**config.mk**
```make
export PLATFORM = sky130hd
export DESIGN_NAME = stat_reg
export DESIGN_NICKNAME = d
export VERILOG_FILES = /design/src/rtl/stat_pkg.sv /design/src/rtl/arith_flags.sv /design/src/rtl/cause_bits.sv /design/src/rtl/stat_reg.sv
export SDC_FILE = /design/constraint.sdc
export NUM_CORES = 1
export LEC_CHECK = 0
export BUFFER_PORTS_ARGS = -buffer_cell sky130_fd_sc_hd__buf_4
export CAP_MARGIN = 20
export CELL_PAD_IN_SITES_DETAIL_PLACEMENT = 1
export CELL_PAD_IN_SITES_GLOBAL_PLACEMENT = 1
export CORE_AREA = 2 2 39 41
export DETAILED_ROUTE_END_ITERATION = 12
export DIE_AREA = 0 0 41 43
export PLACE_DENSITY_LB_ADDON = 0.12
export SLEW_MARGIN = 20
export SYNTH_ARGS = -nofsm -noshare
export SYNTH_HDL_FRONTEND = slang
export SYNTH_SLANG_ARGS = --single-unit
```
**constraint.sdc**
```tcl
create_clock -name clk -period 1.7 [get_ports clk]
set_clock_uncertainty 0.2 [all_clocks]
set_input_delay 0.085 -clock clk [delete_from_list [all_inputs] [get_ports clk]]
set_output_delay 0.085 -clock clk [all_outputs]
set_load 0.03 [all_outputs]
```
**src/rtl/stat_pkg.sv**
```systemverilog
package stat_pkg;
  localparam int C_BIT   = 0;
  localparam int DC_BIT  = 1;
  localparam int Z_BIT   = 2;
  localparam int PD_BIT  = 3;
  localparam int TO_BIT  = 4;
  localparam int ARITH_N = 3;
  localparam int USED_N  = 5;

  // Next value of one arithmetic flag bit.
  function automatic logic arith_next(logic cur, logic en, logic val,
                                      logic wr, logic dbit, logic any_en);
    if (en)               return val;
    else if (wr && !any_en) return dbit;
    else                  return cur;
  endfunction

  // Time-out: power-up > timeout clear > clear/sleep set.
  function automatic logic to_next(logic cur, logic pu, logic tmo,
                                   logic clr, logic slp);
    if (pu)              return 1'b1;
    else if (tmo)        return 1'b0;
    else if (clr || slp) return 1'b1;
    else                 return cur;
  endfunction

  // Power-down: power-up > sleep clear > watchdog clear set.
  function automatic logic pd_next(logic cur, logic pu, logic slp, logic clr);
    if (pu)       return 1'b1;
    else if (slp) return 1'b0;
    else if (clr) return 1'b1;
    else          return cur;
  endfunction
endpackage

```
**src/rtl/arith_flags.sv**
```systemverilog
module arith_flags
  import stat_pkg::*;
#(
  parameter int N = ARITH_N
) (
  input  logic         clk,
  input  logic         rst_n,
  input  logic         wr_en,
  input  logic [N-1:0] wr_bits,
  input  logic [N-1:0] flag_val,
  input  logic [N-1:0] flag_en,
  output logic [N-1:0] q
);
  logic any_en;
  assign any_en = |flag_en;

  for (genvar i = 0; i < N; i++) begin : g_bit
    logic nxt;
    assign nxt = arith_next(q[i], flag_en[i], flag_val[i], wr_en, wr_bits[i], any_en);
    always_ff @(posedge clk or negedge rst_n) begin
      if (!rst_n) q[i] <= 1'b0;
      else        q[i] <= nxt;
    end
  end
endmodule

```
**src/rtl/cause_bits.sv**
```systemverilog
module cause_bits
  import stat_pkg::*;
(
  input  logic clk,
  input  logic rst_n,
  input  logic wdt_clr,
  input  logic sleep_ent,
  input  logic wdt_tmo,
  input  logic pwr_up,
  output logic to_q,
  output logic pd_q
);
  logic to_d, pd_d;
  assign to_d = to_next(to_q, pwr_up, wdt_tmo, wdt_clr, sleep_ent);
  assign pd_d = pd_next(pd_q, pwr_up, sleep_ent, wdt_clr);

  always_ff @(posedge clk or negedge rst_n) begin
    if (!rst_n) begin
      to_q <= 1'b1;
      pd_q <= 1'b1;
    end else begin
      to_q <= to_d;
      pd_q <= pd_d;
    end
  end
endmodule

```
**src/rtl/stat_reg.sv**
```systemverilog
module stat_reg
  import stat_pkg::*;
#(
  parameter int REG_W = 8
) (
  input  logic             clk,
  input  logic             rst_n,
  input  logic             wr_en,
  input  logic [REG_W-1:0] wr_data,
  input  logic [2:0]       flag_val,
  input  logic [2:0]       flag_en,
  input  logic             wdt_clr,
  input  logic             sleep_ent,
  input  logic             wdt_tmo,
  input  logic             pwr_up,
  output logic [REG_W-1:0] status_q
);
  localparam int PAD_W = REG_W - USED_N;

  logic [ARITH_N-1:0] arith_q;
  logic               to_q, pd_q;
  logic               unused_wr_hi;

  assign unused_wr_hi = ^wr_data[REG_W-1:ARITH_N];

  arith_flags #(.N(ARITH_N)) u_arith (
    .clk      (clk),
    .rst_n    (rst_n),
    .wr_en    (wr_en),
    .wr_bits  (wr_data[ARITH_N-1:0]),
    .flag_val (flag_val),
    .flag_en  (flag_en),
    .q        (arith_q)
  );

  cause_bits u_cause (
    .clk       (clk),
    .rst_n     (rst_n),
    .wdt_clr   (wdt_clr),
    .sleep_ent (sleep_ent),
    .wdt_tmo   (wdt_tmo),
    .pwr_up    (pwr_up),
    .to_q      (to_q),
    .pd_q      (pd_q)
  );

  assign status_q[ARITH_N-1:0] = arith_q;
  assign status_q[PD_BIT]      = pd_q;
  assign status_q[TO_BIT]      = to_q;

  if (PAD_W > 0) begin : g_pad
    assign status_q[REG_W-1:USED_N] = '0;
  end
endmodule

```
==> run metrics <==
leading cell types in the layout, fill and taps excluded=buf_4 (20), dlygate4sd3_1 (17), mux2i_1 (6); Yosys warning count=0; Cells after DPL=58; Yosys top cell by area=dfrtp_1; Slew Limit Fails=0; Top cell by count, worst path=dlygate4sd3_1; final period utilization=96.4%; first-pass GRT wire length=1610 µm; Fmax achieved=610 MHz; Final #Nets=85; full die area=1760 µm²; # rows=14; total gr overflow=0; total core area=1380 µm²; status=finished, final reports clean; HPWL Detailed=595 µm; pin count of the biggest net entering global routing=4; final setup fails=0; post-synthesis cell count=25; DP Area=432 µm²; clock tree sinks=5; synthesized area=292 µm²; Vias=323; min Tclk post-route=between 1.5 and 2 ns; drt via density=approximately 4.1; WP depth=5; post-synth cell types=10; Buf/Inv on CP=3; Clock Tree Root=clkbuf_4; initial antenna violation count=0; slowest CP cell=dlygate4sd3_1; Synth top area share=approximately a quarter; CP Cell Sequence=dlygate4sd3_1, buf_4, a21oi_1, dlygate4sd3_1, mux2i_1; first drt pass iteration count=1; max cap viols=0; Area Growth Syn to Fin=115%; share of layout cells above drive strength 1=between 40% and 50%; Startpoint Class=input pin; CTS buffer count=3; CP arrival=1.55 ns; commonest non-fill, non-tap cell in the layout=buf_4; H-tree levels=1; Synth Area per Inst=approximately 12 µm²; WS Path Type=input pin to flip-flop; antenna cell count=0; Skew-Pair Late Insertion Delay=0.24 ns; setup TNS=0 ns; synthesis-stage register bit count=5; setup bufs post-CTS=0; Max Root-Sink Buffers=2; hold path depth=3; TritonCTS clock tree=yes; Max stage delay on crit path=between 0.5 and 0.6 ns; Synth area leaders=dfrtp_1 (26%), mux2i_1 (21%), dfstp_2 (18%); Crit path max-delay family=buffers and inverters; register area share after synthesis=43.8%; Placer Congestion=between 0.5 and 0.6; LEAKAGE=0.293 nW; wire length per cell=12.5 µm; CP max FO=3; die height=approximately 43 µm; Worst setup EP type=flip-flop; power density over the cells=between 600 and 700 nW/µm²; # IOs=29; gr usage total=14.4%; Clk pin slew, worst setup/hold paths=~0.040 ns; post-layout instance count excluding filler cells=between 70 and 80; peak supply drop=299 µV; Total Wirelength=985 µm; Reg2Reg Depth=3; Hold WC Path Type=input pin to flip-flop; CP required=1.61 ns; Hold Fails Final Rpt=0; vias in the first global route=384; ANT nets after route=0; Initial Util=21.1%; Pwr Total=between 0.0004 and 0.0005 W; Port-buffer cells=20; DR DRC count=0; Final Instance Area=628 µm²; Die X=41 µm; RSZ-0062 raised after global routing=no; 1st-iter DRT viols=0
## power by group
group          total [W]  internal, W  switching, W
Combinational   0.000143    0.0000761     0.0000666
Sequential      0.000139     0.000133    0.00000572
Clock           0.000140    0.0000889     0.0000507
Total           0.000421     0.000298      0.000123
## registers in the layout, indices dropped and copies added, names as in the netlist
name	count
u_arith.q	3
u_cause.pd_q	1
u_cause.to_q	1
## through the flow
stage | setup slack (ns) | util [%] | hold slack, ns
2_1_floorplan | 0.674 | - | -0.411
3_3_place_gp | 0.584 | 31.2 | -0.309
3_5_place_dp | 0.564 | 31.2 | -0.309
4_1_cts | 0.0873 | 46.8 | 0.0382
5_1_grt | 0.0335 | 45.4 | 0.0456
6_report | 0.0612 | 45.4 | 0.0463
## metal layers
layer	vias up	share of wire [%]	wire [µm]	track usage, %
met2	13	61	602	26.6
met3	0	4.5	44	4.71
met1	153	34	338	12.1
met5	-	0	0	0
met4	0	0	0	8.00
li1	157	-	-	-
## cell families after synthesis
kind of cell	count (synthesis)	synth area share [%]
multiplexers	6	20.6
other	1	1.29
AND/OR/NAND/NOR	3	11.2
AO/OA/AOI/OAI	5	10.3
buffers and inverters	5	12.9
flip-flops	5	43.8
## worst paths after layout
kind / end / slack [ns] / from
min in group asynchronous: u_cause.pd_q / 0.14 / rst_n
worst max register to register: u_cause.pd_q / 0.19 / u_cause.pd_q
worst min-delay path: u_arith.q[0] / 0.05 / wr_en
max in group asynchronous: u_arith.q[0] / 0.58 / rst_n
worst max-delay path: u_arith.q[2] / 0.06 / flag_en[2]
worst min register to register: u_arith.q[0] / 0.37 / u_arith.q[0]
## synth_stat cells (all sizes together)
cell	instances
o21bai	2
a21oi	3
nor3	1
mux2i	6
buf	5
dfrtp	3
dfstp	2
nor2	1
nor4b	1
conb	1
## final cells by class
type                            count  area (µm²)
Clock buffer                        4        26.3
Timing Repair Buffer               37         320
Fill cell                         154         756
Sequential cell                     5         128
Tap cell                           16        20.0
Multi-Input combinational cell     17         134
## tightest hold or removal path: cells and delay by family
family	cells	cell delay [ns]
muxes	1	0.11
buffers and inverters	1	0.11
and+or+nand+nor	1	0.14
## timing repair
action / 4_1_cts / 5_1_grt
hold endpoints to repair: 10 / 0
gates resized for setup: 0 / 0
setup endpoints to repair: 0 / 2
hold buffers: 19 / 0
No activity file was read; power rests on OpenSTA's default activity.
